===== config.mk =====
export PLATFORM = sky130hd
export DESIGN_NAME = smpq_regblock
export DESIGN_NICKNAME = d
export VERILOG_FILES = /design/src/rtl/smpq_pkg.sv /design/src/rtl/smpq_fifo.sv /design/src/rtl/smpq_irq.sv /design/src/rtl/smpq_regblock.sv
export SDC_FILE = /design/constraint.sdc
export NUM_CORES = 1
export LEC_CHECK = 0
export ABC_AREA = 0
export CORE_MARGIN = 3
export CORE_UTILIZATION = 40
export CTS_CLUSTER_SIZE = 20
export DETAILED_ROUTE_END_ITERATION = 8
export DONT_BUFFER_PORTS = 1
export SLEW_MARGIN = 30
export SYNTH_ARGS = -nofsm -noshare
export SYNTH_HDL_FRONTEND = slang
export SYNTH_SLANG_ARGS = --single-unit

===== constraint.sdc =====
create_clock -name clk -period 3.85 [get_ports clk]
set_clock_uncertainty 0.1 [all_clocks]
set_input_delay 0.5775 -clock clk [delete_from_list [all_inputs] [get_ports clk]]
set_output_delay 0.5775 -clock clk [all_outputs]
set_load 0.01 [all_outputs]

===== src/rtl/smpq_pkg.sv =====
package smpq_pkg;
  localparam int ADDR_W = 12;
  localparam int BUS_W  = 32;

  localparam logic [ADDR_W-1:0] OFS_GIE  = 12'h01C;
  localparam logic [ADDR_W-1:0] OFS_STAT = 12'h020;
  localparam logic [ADDR_W-1:0] OFS_IEN  = 12'h028;
  localparam logic [ADDR_W-1:0] OFS_CTRL = 12'h100;
  localparam logic [ADDR_W-1:0] OFS_DATA = 12'h104;
  localparam logic [ADDR_W-1:0] OFS_OCC  = 12'h108;

  typedef enum logic [2:0] {
    SEL_NONE, SEL_GIE, SEL_STAT, SEL_IEN, SEL_CTRL, SEL_DATA, SEL_OCC
  } regsel_e;

  function automatic regsel_e decode_ofs(input logic [ADDR_W-1:0] a);
    case (a)
      OFS_GIE:  return SEL_GIE;
      OFS_STAT: return SEL_STAT;
      OFS_IEN:  return SEL_IEN;
      OFS_CTRL: return SEL_CTRL;
      OFS_DATA: return SEL_DATA;
      OFS_OCC:  return SEL_OCC;
      default:  return SEL_NONE;
    endcase
  endfunction
endpackage


===== src/rtl/smpq_fifo.sv =====
module smpq_fifo #(
  parameter int DW    = 16,
  parameter int DEPTH = 16
) (
  input  logic                         clk,
  input  logic                         rst,
  input  logic                         push,
  input  logic [DW-1:0]                din,
  input  logic                         pop_req,
  output logic [DW-1:0]                dout,
  output logic [$clog2(DEPTH+1)-1:0]   count,
  output logic                         empty,
  output logic                         full
);
  localparam int AW = $clog2(DEPTH);
  localparam int CW = $clog2(DEPTH+1);
  localparam logic [AW-1:0] LAST = AW'(DEPTH-1);

  logic [DW-1:0] mem [DEPTH];
  logic [AW-1:0] wp, rp;
  logic [CW-1:0] cnt_q;
  logic [DW-1:0] dout_q;
  logic push_ok, pop_ok;

  assign empty   = (cnt_q == '0);
  assign full    = (cnt_q == CW'(DEPTH));
  assign push_ok = push && !full;
  assign pop_ok  = pop_req && !empty;
  assign count   = cnt_q;
  assign dout    = dout_q;

  always_ff @(posedge clk) begin
    if (push_ok) mem[wp] <= din;
  end

  always_ff @(posedge clk) begin
    if (rst) dout_q <= '0;
    else if (pop_ok) dout_q <= mem[rp];
  end

  always_ff @(posedge clk) begin
    if (rst) begin
      wp <= '0;
      rp <= '0;
      cnt_q <= '0;
    end else begin
      if (push_ok) wp <= (wp == LAST) ? '0 : wp + 1'b1;
      if (pop_ok)  rp <= (rp == LAST) ? '0 : rp + 1'b1;
      case ({push_ok, pop_ok})
        2'b10:   cnt_q <= cnt_q + 1'b1;
        2'b01:   cnt_q <= cnt_q - 1'b1;
        default: cnt_q <= cnt_q;
      endcase
    end
  end

  assert_count_bound_R5: assert property (@(posedge clk) disable iff (rst)
    cnt_q <= CW'(DEPTH));
  assert_full_drop_R2: assert property (@(posedge clk) disable iff (rst)
    (push && full && !pop_req) |=> $stable(cnt_q));
  assert_pushpop_R9: assert property (@(posedge clk) disable iff (rst)
    (push && pop_req && !full && !empty) |=> $stable(cnt_q));
endmodule


===== src/rtl/smpq_irq.sv =====
module smpq_irq (
  input  logic clk,
  input  logic rst,
  input  logic nonempty,
  input  logic gie_we,
  input  logic ien_we,
  input  logic stat_we,
  input  logic wbit,
  output logic gie,
  output logic ien,
  output logic stat,
  output logic irq
);
  logic gie_q, ien_q, stat_q, irq_q;

  always_ff @(posedge clk) begin
    if (rst) begin
      gie_q  <= 1'b0;
      ien_q  <= 1'b0;
      stat_q <= 1'b0;
      irq_q  <= 1'b0;
    end else begin
      if (gie_we) gie_q <= wbit;
      if (ien_we) ien_q <= wbit;
      stat_q <= (stat_q ^ (stat_we & wbit)) | nonempty;
      irq_q  <= gie_q & ien_q & stat_q;
    end
  end

  assign gie  = gie_q;
  assign ien  = ien_q;
  assign stat = stat_q;
  assign irq  = irq_q;

  assert_stat_level_R6: assert property (@(posedge clk) disable iff (rst)
    nonempty |=> stat_q);
  assert_irq_gate_R7: assert property (@(posedge clk) disable iff (rst)
    irq_q |-> $past(gie_q && ien_q && stat_q));
endmodule


===== src/rtl/smpq_regblock.sv =====
module smpq_regblock
  import smpq_pkg::*;
#(
  parameter int DATA_W = 16,
  parameter int DEPTH  = 16,
  parameter int FSTM_W = 4
) (
  input  logic              clk,
  input  logic              rst,
  input  logic              bus_req,
  input  logic              bus_we,
  input  logic [11:0]       bus_addr,
  input  logic [31:0]       bus_wdata,
  output logic              bus_ack,
  output logic              bus_err,
  output logic [31:0]       bus_rdata,
  input  logic              smp_valid,
  input  logic [DATA_W-1:0] smp_data,
  output logic              conv_en,
  output logic [FSTM_W-1:0] settle_mult,
  output logic              irq
);
  localparam int CTRL_W = FSTM_W + 1;
  localparam int CW     = $clog2(DEPTH+1);

  regsel_e sel;
  logic rd, wr, pop_req;
  logic [DATA_W-1:0] fifo_dout;
  logic [CW-1:0] occ;
  logic f_empty, f_full;
  logic gie, ien, stat;
  logic [CTRL_W-1:0] ctrl_q;
  logic ack_q, err_q, data_sel_q;
  logic [BUS_W-1:0] reg_q, rd_mux;

  assign sel     = decode_ofs(bus_addr);
  assign rd      = bus_req && !bus_we;
  assign wr      = bus_req && bus_we;
  assign pop_req = rd && (sel == SEL_DATA);

  smpq_fifo #(.DW(DATA_W), .DEPTH(DEPTH)) u_fifo (
    .clk(clk), .rst(rst),
    .push(smp_valid), .din(smp_data),
    .pop_req(pop_req), .dout(fifo_dout),
    .count(occ), .empty(f_empty), .full(f_full)
  );

  smpq_irq u_irq (
    .clk(clk), .rst(rst),
    .nonempty(!f_empty),
    .gie_we(wr && sel == SEL_GIE),
    .ien_we(wr && sel == SEL_IEN),
    .stat_we(wr && sel == SEL_STAT),
    .wbit(bus_wdata[0]),
    .gie(gie), .ien(ien), .stat(stat), .irq(irq)
  );

  always_ff @(posedge clk) begin
    if (rst) ctrl_q <= '0;
    else if (wr && sel == SEL_CTRL) ctrl_q <= bus_wdata[CTRL_W-1:0];
  end

  always_comb begin
    case (sel)
      SEL_GIE:  rd_mux = BUS_W'(gie);
      SEL_STAT: rd_mux = BUS_W'(stat);
      SEL_IEN:  rd_mux = BUS_W'(ien);
      SEL_CTRL: rd_mux = BUS_W'(ctrl_q);
      SEL_OCC:  rd_mux = BUS_W'(occ);
      default:  rd_mux = '0;
    endcase
  end

  always_ff @(posedge clk) begin
    if (rst) begin
      ack_q      <= 1'b0;
      err_q      <= 1'b0;
      data_sel_q <= 1'b0;
      reg_q      <= '0;
    end else begin
      ack_q      <= bus_req;
      err_q      <= pop_req && f_empty;
      data_sel_q <= pop_req && !f_empty;
      reg_q      <= rd ? rd_mux : '0;
    end
  end

  assign bus_ack     = ack_q;
  assign bus_err     = err_q;
  assign bus_rdata   = data_sel_q ? BUS_W'(fifo_dout) : reg_q;
  assign conv_en     = ctrl_q[0];
  assign settle_mult = ctrl_q[CTRL_W-1:1];

  assert_ack_next_R3: assert property (@(posedge clk) disable iff (rst)
    bus_req |=> bus_ack);
  assert_empty_err_R4: assert property (@(posedge clk) disable iff (rst)
    (pop_req && occ == '0) |=> (bus_err && bus_ack));
  assert_err_needs_ack_R4: assert property (@(posedge clk) disable iff (rst)
    bus_err |-> bus_ack);
  assert_ro_write_R10: assert property (@(posedge clk) disable iff (rst)
    (wr && sel == SEL_OCC && !smp_valid) |=> $stable(occ));
endmodule


Word level (Yosys, flattened, before mapping)
Memory sizes are Yosys's and may differ from the RTL's. A register that Yosys moved wholly into a read port is not among the register bits.
Index checks and enable logic that the tools add are counted.
{ "totals": {"register_bits": 57, "latchBits": 0, "ram_bits": 256, "mem_bits_ro": 0, "wordCells": 64, "n_memories": 1} }
{ "op_classes": {"add_sub_neg": 4, "n_mul": 0, "div_mod_pow": 0, "magnitude_cmp": 0, "eq_ne": 17, "n_shift": 0, "mux": 8, "bitwise": 6, "reduce_logical": 16} }
{ "mem_list": {"columns": ["memory", "words", "width", "rd", "rd_ports_with_merged_regs", "wr", "line", "rtl"], "rows": [
  ["u_fifo.mem", 16, 16, 1, 1, 1, "smpq_fifo.sv:19", "logic [DW-1:0] mem [DEPTH];"]
]} }
{ "op_table": {"columns": ["op", "count"], "rows": [
  ["$eq 12x9->1 const B", 3],
  ["$mux 32", 1],
  ["$pmux 5 s5", 1],
  ["$eq 12x6->1 const B", 2],
  ["$pmux 3 s6", 1],
  ["$eq 12x5->1 const B", 1],
  ["$logic_and 1x1->1", 10],
  ["$pmux 5 s2", 1],
  ["$eq 3x3->1 const B", 3],
  ["$add 4x1->4 const B", 2],
  ["$eq 4x4->1 const B", 2],
  ["$mux 4", 2],
  ["$eq 3x2->1 const B", 2],
  ["$add 5x1->5 const B", 1],
  ["$eq 5x5->1 const B", 1],
  ["$logic_not 5->1", 1],
  ["$sub 5x1->5 const B", 1],
  ["$and 1x1->1", 3],
  ["$eq 3x1->1 const B", 1],
  ["$logic_not 1->1", 3],
  ["$eq 2x1->1 const B", 1],
  ["$eq 2x2->1 const B", 1],
  ["$mux 1", 2],
  ["$reduce_bool 2->1", 1],
  ["other kinds (4)", 4]
]} }

Depth between registers and ports, before layout
{ "logic_depth": {"depth_word": 7, "depth_mapped": 13} }

Modules after synthesis
Synthesis repeated with hierarchy kept, for this count alone.
{ "hier_totals": {"hier_cells": 721, "hier_area_um2": 12109.1} }
{ "by_module_without_submodules": {"columns": ["mod", "instances", "cells_per_inst", "area_each_um2", "seq_area_each_um2"], "rows": [
  ["smpq_fifo", 1, 606, 11041.8, 8267.9],
  ["smpq_regblock", 1, 103, 922.1, 260.2],
  ["smpq_irq", 1, 12, 145.1, 80.1]
]} }

Worst setup path after synthesis
Ideal clock, no wire load.
{ "synth_timing": {"path_type": "input to register", "start": "input port bus_addr[3]", "end": "register u_fifo.cnt_q[4] (netlist: u_fifo.count[4])", "setup_time_ns": 0.070, "t_arrival_ns": 3.305, "required_ns": 3.680, "path_slack_ns": 0.375, "stages": 13, "path_buffers": 3, "path_cell_list": "buf_2 > or3b_1 > nor4_1 > buf_4 > buf_8 > ha_1 > inv_1 > fa_1 > nor2b_1 > o21ai_1 > and3_1 > or4_1 > a21oi_1"} }
{ "synth_via": {"elab_chain_cells": 7} }
{ "synth_lines": {"columns": ["element", "line", "rtl"], "rows": [
  ["start, declared", "smpq_regblock.sv:12", "input logic [11:0] bus_addr,"],
  ["$eq 12x9->1 (tied with other cells)", "smpq_pkg.sv:17", "case (a)"],
  ["$pmux 3 s6 (*)", "smpq_pkg.sv:17", null],
  ["$eq 3x3->1 (*)", "smpq_regblock.sv:39", "assign pop_req = rd && (sel == SEL_DATA);"],
  ["$logic_and 1x1->1 (*)", "smpq_regblock.sv:39", null],
  ["$logic_and 1x1->1 (*)", "smpq_fifo.sv:28", "assign pop_ok = pop_req && !empty;"],
  ["via u_fifo.pop_ok", "smpq_fifo.sv:23", "logic push_ok, pop_ok;"],
  ["$eq 2x1->1 / $eq 2x2->1 (equally long branches)", "smpq_fifo.sv:49", "case ({push_ok, pop_ok})"],
  ["$pmux 5 s2 / $reduce_bool 2->1 (equally long branches)", null, null],
  ["end signal, assigned", "smpq_fifo.sv:50", "2'b10: cnt_q <= cnt_q + 1'b1;"],
  ["end signal, assigned", "smpq_fifo.sv:51", "2'b01: cnt_q <= cnt_q - 1'b1;"],
  ["end signal, assigned", "smpq_fifo.sv:52", "default: cnt_q <= cnt_q;"],
  ["end, declared", "smpq_fifo.sv:21", "logic [CW-1:0] cnt_q;"]
]} }
The timed path passes the listed nets; every way through them passes the cells marked *.
A chain may end at the register's enable or synchronous reset.

Worst setup path after layout
{ "layout_timing": {"start": "register u_fifo.cnt_q[0] (netlist: u_fifo.count[0])", "end": "register u_fifo.cnt_q[4] (netlist: u_fifo.count[4])"} }
{ "layout_via": {"elab_chain_cells": 5} }
{ "layout_lines": {"columns": ["element", "line"], "rows": [
  ["$eq 5x5->1 / $logic_not 5->1 (equally long branches)", "smpq_fifo.sv:26, smpq_fifo.sv:25"],
  ["$logic_not 1->1 (on tied branches)", "smpq_fifo.sv:27, smpq_fifo.sv:28"],
  ["$logic_and 1x1->1 (on tied branches)", "smpq_fifo.sv:27, smpq_fifo.sv:28"],
  ["$eq 2x1->1 / $eq 2x2->1 (equally long branches)", "smpq_fifo.sv:49"],
  ["$pmux 5 s2 / $reduce_bool 2->1 (equally long branches)", null]
]} }
Parallel ways exist; a longest one is shown, timed or not.

==> qor.yml <==
run_status:
  status: "completed"
placed_design:
  hpwlAfterDp_um: 16250
  io_buffers: 0
  place_worst_setup_slack_ns: 0.3455
  finalWeightedCongestion: 0.8407
global_routing:
  grt_max_degree: 46
  grt_pass1_wl_um: 40420
  grtUsageTotal: 0.1626
  grt-ovfl-total: 0
  antenna_found_initial: 1
  grt_pass1_vias: 6528
floorplan:
  io_pins: 105
  rows: 63
  die_w_um: 179.9
  die_area_um2: 32380
  die_h_um: 179.9
  floorplan.initialDensity: 0.4073
  core_um2: 29720
drt:
  via_per_inst: 5.545
  wl_per_cell_um: 23.66
  drt_iter0_markers: 536
  drcViolationCount: 0
  ant_nets: 0
  vias: 6321
  wirelength_um: 26970
  drt_pass1_iterations: 5
layout:
  drive_above_1_share: 0.2133
  area_growth_pct: 14.85
  antenna-diode-count: 0
  nets: 803
clock_tree:
  cts.sinks: 302
  cts_hold_buf: 21
  postCtsSetupBuffers: 0
  numCtsBuffers: 30
  cts_buffer_depth: 3
  cts_resized: 0
  path_clk_slew_ns: 0.06
  root_buffer: "clkbuf_16"
  clk_latency_ns: 0.56
  ctsHtreeMaxLevel: 1
  cts_tree: "yes"
sta:
  timing.hold.ws_ns: 0.07549
  layout_setup_ws_ns: 0.5703
  tns_ns: 0
  finalHoldViolCount: 0
  finalSetupViolations: 0
  finalCritPeriodShare: 0.8519
  period_needed_ns: 3.280
  worst_pin_slew_ns: 0.9864
  timing.fmax_mhz: 304.9
  drv_slew: 0
  rsz0062_at_grt: "no"
  max_slew_margin: 0.3424
yosys:
  synth_flop_cell: "edfxtp_1"
  yosysSeqAreaShare: 0.7113
  syn-cell-area_um2: 12100
  synth-seq-cells: 302
  yosysMostFrequentCell: "edfxtp_1"
  async_flop_share: 0
  synthTopCellsByArea: "edfxtp_1 (64%), mux4_2 (12%), dfxtp_1 (7.6%), a22oi_1 (2.2%), mux2i_1 (2.2%)"
  syn_inst: 681
  synth_common_cells: "edfxtp_1 (256), mux4_2 (64), nor2_1 (57), dfxtp_1 (46), a22oi_1 (36)"
  yosys.area.top_type: "edfxtp_1"
  synth_edf_count: 256
  synth_top_area_share: 0.6352
  yosysUniqueCellTypes: 50
  ys_warn_count: 0
  postSynthAreaPerCell_um2: 17.77
job:
  maxCapViolations: 0
hold_path:
  holdPathEnd: "ctrl_q[3]"
  hold_class: "input port to flop"
  min_path_cells: 2
  hp-start: "bus_wdata[3]"
critical_path:
  crit_arrival_ns: 3.67
  worstSetupEndpointType: "flop"
  rr_startpoint: "u_fifo.count[0]"
  reg2reg_depth: 11
  start_kind: "flop"
  critical_path_peak_fanout: 10
  r2r_end: "u_fifo.count[4]"
  required_ns: 4.24
  r2r_slack_ns: 0.57
  critPathKind: "flop to flop"
power_and_ir_drop:
  peakVddDrop_mv: 0.3921
  p_leak_nw: 4.377
  power_density_nw_per_um2: 475.1
  power_mw: 6.603
how the worst max path moves through the flow:
stage	start	to	slack, ns	depth (start not counted)
after detailed placement	bus_addr[9]	u_fifo.count[4]	0.35	11
after floorplan	bus_addr[3]	u_fifo.count[4]	0.37	13
after CTS	u_fifo.count[0]	u_fifo.count[4]	0.59	11
final	u_fifo.count[0]	u_fifo.count[4]	0.57	11
after global routing	u_fifo.count[0]	u_fifo.count[4]	0.38	11
after global placement	bus_addr[9]	u_fifo.count[4]	0.43	11
flip-flops by register name, indices dropped and copies added (netlist names):
signal	count
bus_ack	1
bus_err	1
ctrl_q	5
data_sel_q	1
reg_q	5
u_fifo.count	5
u_fifo.dout	16
u_fifo.mem	256
u_fifo.rp	4
u_fifo.wp	4
u_irq.gie	1
u_irq.ien	1
u_irq.irq	1
u_irq.stat	1
final cells by class:
| type | count | area, µm² |
|---|---|---|
| Clock buffer | 39 | 784.5 |
| Clock inverter | 15 | 168.9 |
| Fill cell | 2440 | 15820 |
| Inverter | 11 | 41.29 |
| Multi-Input combinational cell | 330 | 3293 |
| Sequential cell | 302 | 8613 |
| Tap cell | 390 | 488.0 |
| Timing Repair Buffer | 53 | 510.5 |
power breakdown:
part	total, mW	switching (mW)	internal (mW)
Clock	2.82	1.19	1.64
Combinational	0.191	0.123	0.0679
Sequential	3.59	0.0126	3.58
through the flow:
step                area, µm²  utilization  cells
global placement        12610       0.4243   1055
global route            13900       0.4677   1140
detailed placement      12620       0.4247   1055
finish                  13900       0.4677   1140
CTS                     13790       0.4641   1130
floorplan               12160            -    696
critical path: stages (launching register included):
cell and delay (ns):
dfxtp_1 0.36, or4_1 0.59, o21a_1 0.32, inv_1 0.10
ha_1 0.25, inv_1 0.11, fa_1 0.40, nor2b_1 0.16
o21ai_1 0.09, and3_1 0.20, or4_1 0.41, a21oi_1 0.15
cells by family (layout without fill, tap and decap cells):
kind of cell | Yosys count | after routing | synth area share
compound gates | 63 | 63 | 0.03898
xor+xnor | 6 | 6 | 0.004343
other cells | 1 | 16 | 0.0003098
simple gates | 139 | 139 | 0.06038
buf+inv | 64 | 118 | 0.02760
mux | 96 | 96 | 0.1462
fa+ha+maj | 10 | 10 | 0.01096
flops | 302 | 302 | 0.7113
per-layer routing:
metal	vias to the layer above	GRT usage	routed length, µm
li1	2763	-	-
met1	3300	0.2331	11790
met2	213	0.2597	12910
met3	43	0.03339	1714
met4	2	0.03682	546
met5	-	0	10
placed cells by master (no fill, tap or decap), drive strengths merged, types with 3 or more instances in the layout:
cell type    instances
dlygate4sd3         30
nor4                 5
a21oi               11
a22oi               36
nand2               27
o21ai                3
or4                  4
buf                 23
mux4                64
bufinv               3
nor2                58
xnor2                3
nor2b                6
nor3                 8
conb                16
dfxtp               46
ha                   9
mux2                 6
clkinv              12
clkbuf              39
and2                13
xor2                 3
edfxtp             256
mux2i               26
nand2b               3
inv                 11
nand4                3
(Power assumes the default switching activity.)
